<file path="src/rtl/prof_pkg.sv">
package prof_pkg;

    // Sequencer states of the transfer controller
    typedef enum logic [0:0] {
        ST_IDLE  = 1'b0,
        ST_APPLY = 1'b1
    } prof_state_e;

endpackage

</file>
<file path="src/rtl/prof_sync.sv">
module prof_sync #(
    parameter int W      = 1,
    parameter int STAGES = 2
) (
    input  logic         clk,
    input  logic         rst_n,
    input  logic [W-1:0] d,
    output logic [W-1:0] q
);

    logic [W-1:0] chain_q [STAGES];

    always_ff @(posedge clk or negedge rst_n) begin
        if (!rst_n) begin
            for (int i = 0; i < STAGES; i++) chain_q[i] <= '0;
        end else begin
            chain_q[0] <= d;
            for (int i = 1; i < STAGES; i++) chain_q[i] <= chain_q[i-1];
        end
    end

    assign q = chain_q[STAGES-1];

endmodule

</file>
<file path="src/rtl/prof_evt_fsm.sv">
module prof_evt_fsm #(
    parameter int IDX_W = 3
) (
    input  logic             clk,
    input  logic             rst_n,
    input  logic [IDX_W-1:0] sel_s,
    input  logic             upd_s,
    output logic             load_en,
    output logic [IDX_W-1:0] load_idx,
    output logic             chg_pulse
);
    import prof_pkg::*;

    prof_state_e      state_q, state_d;
    logic [IDX_W-1:0] sel_prev_q;
    logic             upd_prev_q;
    logic             pin_chg, upd_rise, evt;

    // Previous synchronized values for edge and change detection
    always_ff @(posedge clk or negedge rst_n) begin
        if (!rst_n) begin
            sel_prev_q <= '0;
            upd_prev_q <= 1'b0;
        end else begin
            sel_prev_q <= sel_s;
            upd_prev_q <= upd_s;
        end
    end

    assign pin_chg  = (sel_s != sel_prev_q);
    assign upd_rise = upd_s & ~upd_prev_q;
    assign evt      = pin_chg | upd_rise;

    // Next-state: arm / rearm / settle / wait
    always_comb begin
        state_d = state_q;
        unique case (state_q)
            ST_IDLE:  state_d = evt ? ST_APPLY : ST_IDLE;
            ST_APPLY: state_d = evt ? ST_APPLY : ST_IDLE;
            default:  state_d = ST_IDLE;
        endcase
    end

    // State register
    always_ff @(posedge clk or negedge rst_n) begin
        if (!rst_n) state_q <= ST_IDLE;
        else        state_q <= state_d;
    end

    // Outputs
    always_comb begin
        load_en   = evt;
        load_idx  = sel_s;
        chg_pulse = (state_q == ST_APPLY);
    end

    // a rising update strobe always produces a change pulse next cycle
    p_rise_pulse_r3: assert property (@(posedge clk) disable iff (!rst_n)
        (upd_s && !$past(upd_s)) |=> chg_pulse);

    // a held strobe with steady pins gives no pulse
    p_level_quiet_r4: assert property (@(posedge clk) disable iff (!rst_n)
        (upd_s && $past(upd_s) && sel_s == $past(sel_s)) |=> !chg_pulse);

endmodule

</file>
<file path="src/rtl/prof_bank.sv">
module prof_bank #(
    parameter int N     = 8,
    parameter int IDX_W = 3,
    parameter int FTW_W = 32,
    parameter int POW_W = 16,
    parameter int ASF_W = 14
) (
    input  logic             clk,
    input  logic             rst_n,
    input  logic             wr_en,
    input  logic [IDX_W-1:0] wr_idx,
    input  logic [FTW_W-1:0] wr_ftw,
    input  logic [POW_W-1:0] wr_pow,
    input  logic [ASF_W-1:0] wr_asf,
    input  logic [IDX_W-1:0] rd_idx,
    output logic [FTW_W-1:0] rd_ftw,
    output logic [POW_W-1:0] rd_pow,
    output logic [ASF_W-1:0] rd_asf
);

    logic [FTW_W-1:0] stg_ftw [N];
    logic [POW_W-1:0] stg_pow [N];
    logic [ASF_W-1:0] stg_asf [N];

    generate
        for (genvar g = 0; g < N; g++) begin : g_slot
            always_ff @(posedge clk or negedge rst_n) begin
                if (!rst_n) begin
                    stg_ftw[g] <= '0;
                    stg_pow[g] <= '0;
                    stg_asf[g] <= '0;
                end else if (wr_en && wr_idx == IDX_W'(g)) begin
                    stg_ftw[g] <= wr_ftw;
                    stg_pow[g] <= wr_pow;
                    stg_asf[g] <= wr_asf;
                end
            end
        end
    endgenerate

    // Read returns the contents before any write on the same edge
    always_comb begin
        rd_ftw = '0;
        rd_pow = '0;
        rd_asf = '0;
        for (int i = 0; i < N; i++) begin
            if (rd_idx == IDX_W'(i)) begin
                rd_ftw = stg_ftw[i];
                rd_pow = stg_pow[i];
                rd_asf = stg_asf[i];
            end
        end
    end

    // a write lands in the addressed staging slot
    p_write_lands_r2: assert property (@(posedge clk) disable iff (!rst_n)
        (wr_en && 32'(wr_idx) < N) |=> stg_ftw[$past(wr_idx)] == $past(wr_ftw));

endmodule

</file>
<file path="src/rtl/prof_active.sv">
module prof_active #(
    parameter int IDX_W = 3,
    parameter int FTW_W = 32,
    parameter int POW_W = 16,
    parameter int ASF_W = 14
) (
    input  logic             clk,
    input  logic             rst_n,
    input  logic             load_en,
    input  logic [IDX_W-1:0] load_idx,
    input  logic [FTW_W-1:0] in_ftw,
    input  logic [POW_W-1:0] in_pow,
    input  logic [ASF_W-1:0] in_asf,
    output logic [FTW_W-1:0] out_ftw,
    output logic [POW_W-1:0] out_pow,
    output logic [ASF_W-1:0] out_asf,
    output logic [IDX_W-1:0] out_idx
);

    always_ff @(posedge clk or negedge rst_n) begin
        if (!rst_n) begin
            out_ftw <= '0;
            out_pow <= '0;
            out_asf <= '0;
            out_idx <= '0;
        end else if (load_en) begin
            out_ftw <= in_ftw;
            out_pow <= in_pow;
            out_asf <= in_asf;
            out_idx <= load_idx;
        end
    end

endmodule

</file>
<file path="src/rtl/prof_bank_sel.sv">
module prof_bank_sel #(
    parameter int NUM_PROF    = 8,
    parameter int FTW_W       = 32,
    parameter int POW_W       = 16,
    parameter int ASF_W       = 14,
    parameter int SYNC_STAGES = 2
) (
    input  logic                        clk,
    input  logic                        rst_n,
    input  logic                        wr_en,
    input  logic [$clog2(NUM_PROF)-1:0] wr_idx,
    input  logic [FTW_W-1:0]            wr_ftw,
    input  logic [POW_W-1:0]            wr_pow,
    input  logic [ASF_W-1:0]            wr_asf,
    input  logic [$clog2(NUM_PROF)-1:0] sel_pins,
    input  logic                        upd_in,
    output logic [FTW_W-1:0]            act_ftw,
    output logic [POW_W-1:0]            act_pow,
    output logic [ASF_W-1:0]            act_asf,
    output logic [$clog2(NUM_PROF)-1:0] act_idx,
    output logic                        prof_chg
);
    localparam int IDX_W = $clog2(NUM_PROF);

    logic [IDX_W-1:0] sel_sync;
    logic             upd_sync;
    logic             load_en;
    logic [IDX_W-1:0] load_idx;
    logic [FTW_W-1:0] rd_ftw;
    logic [POW_W-1:0] rd_pow;
    logic [ASF_W-1:0] rd_asf;

    prof_sync #(.W(IDX_W), .STAGES(SYNC_STAGES)) u_sel_sync (
        .clk(clk), .rst_n(rst_n), .d(sel_pins), .q(sel_sync));

    prof_sync #(.W(1), .STAGES(SYNC_STAGES)) u_upd_sync (
        .clk(clk), .rst_n(rst_n), .d(upd_in), .q(upd_sync));

    prof_evt_fsm #(.IDX_W(IDX_W)) u_fsm (
        .clk(clk), .rst_n(rst_n), .sel_s(sel_sync), .upd_s(upd_sync),
        .load_en(load_en), .load_idx(load_idx), .chg_pulse(prof_chg));

    prof_bank #(.N(NUM_PROF), .IDX_W(IDX_W), .FTW_W(FTW_W),
                .POW_W(POW_W), .ASF_W(ASF_W)) u_bank (
        .clk(clk), .rst_n(rst_n), .wr_en(wr_en), .wr_idx(wr_idx),
        .wr_ftw(wr_ftw), .wr_pow(wr_pow), .wr_asf(wr_asf),
        .rd_idx(load_idx), .rd_ftw(rd_ftw), .rd_pow(rd_pow), .rd_asf(rd_asf));

    prof_active #(.IDX_W(IDX_W), .FTW_W(FTW_W), .POW_W(POW_W),
                  .ASF_W(ASF_W)) u_active (
        .clk(clk), .rst_n(rst_n), .load_en(load_en), .load_idx(load_idx),
        .in_ftw(rd_ftw), .in_pow(rd_pow), .in_asf(rd_asf),
        .out_ftw(act_ftw), .out_pow(act_pow), .out_asf(act_asf),
        .out_idx(act_idx));

    // active words move only in the cycle flagged by the change pulse
    p_hold_r2: assert property (@(posedge clk) disable iff (!rst_n)
        !prof_chg |-> ($stable(act_ftw) && $stable(act_pow) && $stable(act_asf)));

    // after a transfer the active index matches the synchronized pins
    p_idx_pins_r5: assert property (@(posedge clk) disable iff (!rst_n)
        prof_chg |-> act_idx == $past(sel_sync));

endmodule

</file>
<file path="config.mk">
export PLATFORM = sky130hd
export DESIGN_NAME = prof_bank_sel
export DESIGN_NICKNAME = d
export VERILOG_FILES = /design/src/rtl/prof_pkg.sv /design/src/rtl/prof_sync.sv /design/src/rtl/prof_evt_fsm.sv /design/src/rtl/prof_bank.sv /design/src/rtl/prof_active.sv /design/src/rtl/prof_bank_sel.sv
export SDC_FILE = /design/constraint.sdc
export NUM_CORES = 1
export LEC_CHECK = 0
export ABC_AREA = 1
export BUFFER_PORTS_ARGS = -buffer_cell sky130_fd_sc_hd__buf_2
export CAP_MARGIN = 15
export CELL_PAD_IN_SITES_DETAIL_PLACEMENT = 1
export CELL_PAD_IN_SITES_GLOBAL_PLACEMENT = 2
export CORE_MARGIN = 2
export CORE_UTILIZATION = 41
export DETAILED_ROUTE_END_ITERATION = 8
export PLACE_DENSITY_LB_ADDON = 0.1
export SLEW_MARGIN = 30
export SYNTH_ARGS = -nofsm -noshare
export SYNTH_HDL_FRONTEND = slang
export SYNTH_HIERARCHICAL = 1
export SYNTH_SLANG_ARGS = --single-unit
</file>
<file path="constraint.sdc">
create_clock -name clk -period 2.48 [get_ports clk]
set_input_delay 0.248 -clock clk [delete_from_list [all_inputs] [get_ports clk]]
set_output_delay 0.248 -clock clk [all_outputs]
set_load 0.005 [all_outputs]
</file>
# Word-level counts from Yosys, hierarchy flattened
# Cells that the tools add are included.
# classes
eq_ne	15
mux	25
bitwise_logic	3
n_reduce_logical	10
# ops
cell	n
32-bit 2-to-1 mux	8
16-bit 2-to-1 mux	8
14-bit 2-to-1 mux	8
3-bit == test, second input constant	8
3-bit by 2-bit == test with 1-bit output, second input constant	4
1-bit logical AND	8
3-bit by 1-bit == test with 1-bit output, second input constant	2
3-bit zero test	2
3-bit inequality test	1
1-bit bitwise AND	1
1-bit 2-to-1 mux	1
1-bit NOT	1
1-bit OR	1
# totals
reg_bits	574
inputBits	72
output_inout_bits	66
wordCells	88

# Logic depth before layout (Yosys ltp)
# Gate-level depths: netlist of run 1.
# depth
depth_word	9
depth_mapped	11

# Cells and area by module
# The synthesis of run 1 kept the hierarchy.
# by_module_without_submodules
mod	instances	cells_per_inst	area_per_inst_um2	seq_area_each_um2
prof_bank	1	2520	21693.3	12411.9
prof_active	1	275	2472.4	1626.6
prof_evt_fsm	1	27	219.0	125.1
prof_sync (u_sel_sync)	1	9	172.7	150.1
prof_sync (u_upd_sync)	1	2	50.0	50.0

# Least setup slack after synthesis of run 1
# Ideal clock, no wire load.
# synth_path
path_kind	flip-flop to flip-flop
from	reg u_sel_sync.chain_q (netlist bit u_sel_sync/q[2])
to	reg u_active.out_ftw[14]
setup_ns	0.065
arrival_ns	1.598
setup_slack_ns	0.817
path_stages_with_launch	12
cell_sequence	dfrtp_1 -> buf_4 -> buf_4 -> inv_2 -> buf_2 -> clkbuf_1 -> nand3_1 -> nand4_1 -> nor2_1 -> nand4_1 -> nand2_1 -> nand2_1
# synth_between
elab_chain_len	9
# synth_lines
item	line_no	source
from (decl)	prof_sync.sv:11	logic [W-1:0] chain_q [STAGES];
3-bit zero test	prof_bank.sv:47	if (rd_idx == IDX_W'(i)) begin
32-bit 2-to-1 mux (7 in series)	prof_bank.sv:47	
32-bit 2-to-1 mux *	prof_bank.sv:47	
via rd_ftw[14]	prof_bank_sel.sv:29	logic [FTW_W-1:0] rd_ftw;
to (signal assigned)	prof_active.sv:27	out_ftw <= in_ftw;
to (decl)	prof_active.sv:14	output logic [FTW_W-1:0] out_ftw,
# Mark *: on every way through the listed nets, which the timed path passes. The rest lies on a longest branch.
# A chain may end at the register's enable or synchronous reset.

# Worst setup path in the final report of run 1
# layout_path
from	reg u_sel_sync.chain_q (netlist bit u_sel_sync/q[1])
to	reg u_active.out_asf[0]
# layout_between
elab_chain_len	9
# layout_lines
item	line_no	source
3-bit zero test	prof_bank.sv:47	
14-bit 2-to-1 mux (7 in series)	prof_bank.sv:47	
14-bit 2-to-1 mux *	prof_bank.sv:47	
via rd_asf[0]	prof_bank_sel.sv:31	logic [ASF_W-1:0] rd_asf;
to (signal assigned)	prof_active.sv:29	out_asf <= in_asf;
to (decl)	prof_active.sv:16	output logic [ASF_W-1:0] out_asf,
# Marked as above.

==> results of run 1 <==
[worst max-delay path: stages, from the launching register on]
cell	delay (ns)
dfrtp_4	0.51
buf_4	0.52
buf_4	0.39
nand4_1	0.13
nand4_1	0.15
nor2_1	0.06
nand4_1	0.06
nand2_1	0.05
nand2_1	0.08
[layer usage]
metal	global-route usage [%]	wire, µm	part of all wire (%)	vias to the layer above
met2	43.0	37400	48	383
met5	0	0	0	-
met1	34.3	35400	46	10400
met4	6.82	1740	2.2	0
met3	3.38	2700	3.5	123
li1	-	-	-	9578
[stage by stage]
| stage | power [mW] | hold WS (ns) |
|---|---|---|
| after floorplan | 14.2 | -0.0476 |
| after global placement | 15.5 | 0.251 |
| after detailed placement | 15.8 | 0.262 |
| after CTS | 25.9 | 0.000484 |
| after global routing | 27.0 | 0.0406 |
| final | 25.5 | 0.0177 |
[cell type report]
class                           instances  area, µm²
Tap cell                              773        967
Clock buffer                          105       2070
Timing Repair Buffer                  220       1730
Fill cell                            6826      30600
Inverter                              138        528
Multi-Input combinational cell       1900       8730
Sequential cell                       574      14400
Clock inverter                         10        133
[path summary, 6_finish.rpt]
path / depth (start not counted) / to / slack (ns)
setup / recovery: 8 / u_active/out_asf[0] / 0.43
setup reg to reg: 8 / u_active/out_asf[0] / 0.43
max in group asynchronous: 3 / u_bank/stg_pow[83] / 1.37
hold reg to reg: 0 / u_sel_sync/q[0] / 0.37
min in group asynchronous: 2 / u_bank/stg_asf[74] / 0.22
hold / removal: 3 / u_bank/stg_ftw[24] / 0.02
[timing repair]
| action | in CTS | in global routing |
|---|---|---|
| hold buffers | 15 | 0 |
| hold endpoints to repair | 57 | 0 |
| resized for setup | 0 | 0 |
[cell families after synthesis]
kind of cell | synth area share, %
AO/OA/AOI/OAI | 10.1
buffers and inverters | 6.44
flip-flops | 58.4
AND/OR/NAND/NOR | 25.1
[state kept, by name, indices dropped and copies added, names as in the netlist]
signal and cells:
u_sel_sync/q 3, u_fsm/chg_pulse 1, u_active/out_pow 16, u_upd_sync/chain_q 1
u_upd_sync/q 1, u_active/out_ftw 32, u_active/out_idx 3, u_bank/stg_asf 112
u_fsm/sel_prev_q 3, u_sel_sync/chain_q 3, u_bank/stg_ftw 256, u_bank/stg_pow 128
u_fsm/upd_prev_q 1, u_active/out_asf 14
[power groups by stage]
stage / registers, mW / clock network, mW / logic [mW]
final: 12.2 / 9.91 / 3.44
after global routing: 12.4 / 10.6 / 4.00
after CTS: 12.2 / 10.2 / 3.51
after detailed placement: 12.3 / 0 / 3.47
after global placement: 12.2 / 0 / 3.30
after floorplan: 12.0 / 0 / 2.15
[cell usage after synthesis (all sizes together)]
cell type,count
nand3,63
nor3,4
buf,129
nor2,194
inv,138
nand2,833
o21ai,434
nand4,310
dfrtp,574
a21oi,62
clkbuf,92
==> impl_metrics.ini, run 1 <==
[run_status]
status = finished, final reports clean

[timing]
fin_crit_sh_pct = 82.5
tightest_slew_ns = 0.865
rsz0062_at_grt = false
hold_violations = 0
setup_tns_ns = 0
setup_viol = 0
relSlewSlack_pct = 42.4
fmax_ghz = 0.489
min_period_ns = 2.05
finClkSkew_ns = 0.0199
slew_violations = 0
setup_ws_ns = 0.435

[clock_tree]
clk_pin_slew_worst_paths_ns = 0.06
cts_tree = yes
htree_levels = 3
clock_sinks = 574
root_buffer = clkbuf_16
post-cts-setup-buffers = 0
clk_latency_ns = 0.60
cts_buffers = 67
clockBufferDepth = 3

[hold_path]
hp-class = primary input to register
worstHoldStart = wr_ftw[24]

[die]
io_pins = 138
die_w_um = 249
initial_core_util_pct = 41.6
die_y_um = 249
rows = 89
fp.dieArea_um2 = 62000
coreArea_um2 = 59100

[grt]
grt_pass1_vias = 21900
antenna_found_initial = 0
grtUsageTotal_pct = 25.4
overflow = 0
grt_start_max_net_pins = 125
grt_pass1_wl_mm = 124

[synthesis]
syn_nets = 2905
avgSynthCellArea_um2 = 8.69
yosys_warnings = 6
synth-seq-cells = 574
synth_area_um2 = 24600
synth_cell_types = 18
synth_top_area_share_pct = 58.4
ys_top_cells_by_area = dfrtp_1, nand2_1, o21ai_0
syn_inst = 2833
post-synth-top-area-cell = dfrtp_1
ys_seq_area_share_pct = 58.4

[routing]
drt_iter0_drc = 1314
dr.pass1.iters = 5
routedWlPerCell_um = 20.8
ant_nets = 0
finalWirelength_mm = 77.3
dr_total_vias = 20500
drcViolationCount = 0
avgViaCountPerCell = 5.51

[placement]
post-place-ws_ns = 0.474
io_buffers = 137
placed_area_um2 = 26200
dp_cells = 3590
place_hpwl_mm = 43.8
place_congestion = 0.738

[final_layout]
syn_to_final_growth_pct = 16.0
fin_nets = 2973
final_cell_mix = nand2_1, dfrtp_1, o21ai_0
final_area_um2 = 28500
finalCoreUtilization_pct = 48.3
drive_gt1_share_pct = 11.0
layout_commonest_cell = nand2_1
layout.cells.non_filler = 3720
antennaDiodeCount = 0

[pwr]
power.share.switching_pct = 27.5
powerDensity_nw_per_um2 = 895
peakVddDrop_mv = 0.532
p_leak_nw = 13.6
intPower_mw = 18.5
pwr-share-clk_pct = 38.8
power_frac_seq_pct = 47.7
p_comb_share_pct = 13.5
switching_power_mw = 7.02

[setup_path]
worstSetupPathType = register to register
worstSetupStartpointType = register
arrival_ns = 2.58
cp-startpoint = u_sel_sync/q[1]
required_ns = 3.02
path_max_fanout = 45
end_kind = register
reg2reg_from = u_sel_sync/q[1]

[job]
drv_cap = 0
Note: power is estimated with default switching activity, not from simulation.
==> inputs of run 2 (changes only) <==
- CORE_UTILIZATION: 41 -> 38
- clock period: 2.48 -> 1.9 ns (I/O delays scaled with it)
==> impl_metrics.ini, run 2 (synthesis results as in run 1) <==
[grt]
antenna_found_initial = 0
overflow = 0
grt_start_max_net_pins = 91
grtUsageTotal_pct = 24.4
grt_pass1_vias = 22200
grt_pass1_wl_mm = 128

[timing]
tightest_slew_ns = 0.516
fin_crit_sh_pct = 93.5
hold_violations = 0
relSlewSlack_pct = 65.6
min_period_ns = 1.78
rsz0062_at_grt = false
setup_ws_ns = 0.123
slew_violations = 0
hold_ws_ns = 0.0126
setup_tns_ns = 0
finClkSkew_ns = 0.00884
setup_viol = 0
fmax_ghz = 0.563

[setup_path]
r2r_end = u_active/out_ftw[6]
r2r_slack_ns = 0.12
end_kind = register
r2r_cells = 8
path_buf_inv = 3
reg2reg_from = u_sel_sync/q[0]
worstSetupPathType = register to register
cp_common_cell = nand2_1
worstSetupStartpointType = register
required_ns = 2.43
crit_chain = inv_4 > nor3_4 > buf_4 > buf_4 > nand2_1 > nand4_1 > nand2_1 > nand2_1
cp_slowest_stage_delay_ns = 0.56
arrival_ns = 2.31
critPathSlowestCell = dfrtp_4
path_max_fanout = 13
path_delay_family = buffers and inverters

[hold_path]
hp-class = primary input to register
min_path_cells = 3
worstHoldStart = wr_ftw[16]
holdPathEnd = u_bank/stg_ftw[48]

[final_layout]
layout_commonest_cell = nand2_1
largest_reg_flops = 256
final_cell_mix = nand2_1, dfrtp_1, o21ai_0
top_register = u_bank/stg_ftw
reg_top3 = u_bank/stg_ftw: 256 flops, u_bank/stg_pow: 128 flops, u_bank/stg_asf: 112 flops
fin_nets = 3069
finalCoreUtilization_pct = 46.6
drive_gt1_share_pct = 12.5
antennaDiodeCount = 0
syn_to_final_growth_pct = 21.6

[pwr]
finalPower_mw = 33.7
p_leak_nw = 14.2
p_comb_share_pct = 14.0
intPower_mw = 24.4
powerDensity_nw_per_um2 = 1130
peakVddDrop_mv = 0.544
power.share.switching_pct = 27.6
power_frac_seq_pct = 47.3
pwr-share-clk_pct = 38.7
switching_power_mw = 9.30

[die]
io_pins = 138
rows = 93
initial_core_util_pct = 38.3
die_y_um = 258
die_w_um = 258
coreArea_um2 = 64200
fp.dieArea_um2 = 66800

[routing]
dr_total_vias = 20900
routedWlPerCell_um = 20.4
avgViaCountPerCell = 5.35
ant_nets = 0
dr.pass1.iters = 5
drcViolationCount = 0
drt_iter0_drc = 1373
finalWirelength_mm = 79.7

[clock_tree]
clock_sinks = 574
cts_resized = 0
root_buffer = clkbuf_16
cts_tree = yes
htree_levels = 3
clk_pin_slew_worst_paths_ns = 0.06
clk_latency_ns = 0.59
cts_buffers = 68
clockBufferDepth = 3

[job]
drv_cap = 0

[placement]
io_buffers = 137
place_hpwl_mm = 49.9
post-place-ws_ns = 0.104
place_congestion = 0.781

[run_status]
status = finished, final reports clean
## run 2: changes by cell type in the layout (fill, tap and decap cells not counted)
cell and delta:
clkinv_2 +5, clkbuf_16 +2, dlygate4sd3_1 +43, inv_6 -2, buf_12 +35, bufinv_16 -1
buf_4 +17
## run 2: stage by stage
stage,cells,instance area [µm²]
after floorplan,2833,24600
after global placement,3723,27100
after detailed placement,3723,27100
after CTS,3900,29900
after global routing,3901,29900
final,3901,29900
## run 2: worst max path at each step
stage | to | slack, ns | cells past startpoint | from
after floorplan | u_active/out_ftw[14] | 0.24 | 11 | u_sel_sync/q[2]
after global placement | u_active/out_pow[13] | 0.12 | 9 | u_sel_sync/q[1]
after detailed placement | u_active/out_pow[3] | 0.10 | 8 | u_sel_sync/q[1]
after CTS | u_active/out_pow[3] | 0.08 | 8 | u_sel_sync/q[1]
after global routing | u_active/out_ftw[14] | 0.01 | 8 | u_sel_sync/q[0]
final | u_active/out_ftw[6] | 0.12 | 8 | u_sel_sync/q[0]
## run 2: final cells by class
type	count	area, µm²
clock buffers	107	2120
clock inverters	12	110
fillers	7473	34300
inverters	138	528
multi-input cells	1900	8730
flip-flops and latches	574	14400
well taps	855	1070
repair buffers	315	2990
## run 2: worst register-to-register path, delay by kind of cell, from the launching register on
family,cells,cell delay (ns)
flops,1,0.56
buf+inv,3,0.59
simple gates,5,0.56
## run 2: timing repair
item                       in CTS  in global routing
setup endpoints to repair       0                  5
hold buffers                   58                  0
setup buffers                   0                  1
hold endpoints to repair      684                  0
## run 2: power groups by stage
| stage | Clock (mW) | Sequential (mW) | Combinational, mW |
|---|---|---|---|
| after floorplan | 0 | 15.7 | 2.81 |
| after global placement | 0 | 16.0 | 4.48 |
| after detailed placement | 0 | 16.1 | 4.69 |
| after CTS | 13.4 | 15.9 | 4.80 |
| after global routing | 13.9 | 16.2 | 5.46 |
| final | 13.0 | 16.0 | 4.71 |
## run 2: routing by layer
layer / wire length (µm) / share of wire, % / up-vias / global-route usage, %
met3: 2270 / 2.9 / 124 / 3.03
met5: 0 / 0 / - / 0
li1: - / - / 9778 / -
met4: 1910 / 2.4 / 0 / 6.54
met2: 38300 / 48 / 326 / 41.1
met1: 37200 / 47 / 10600 / 33.3
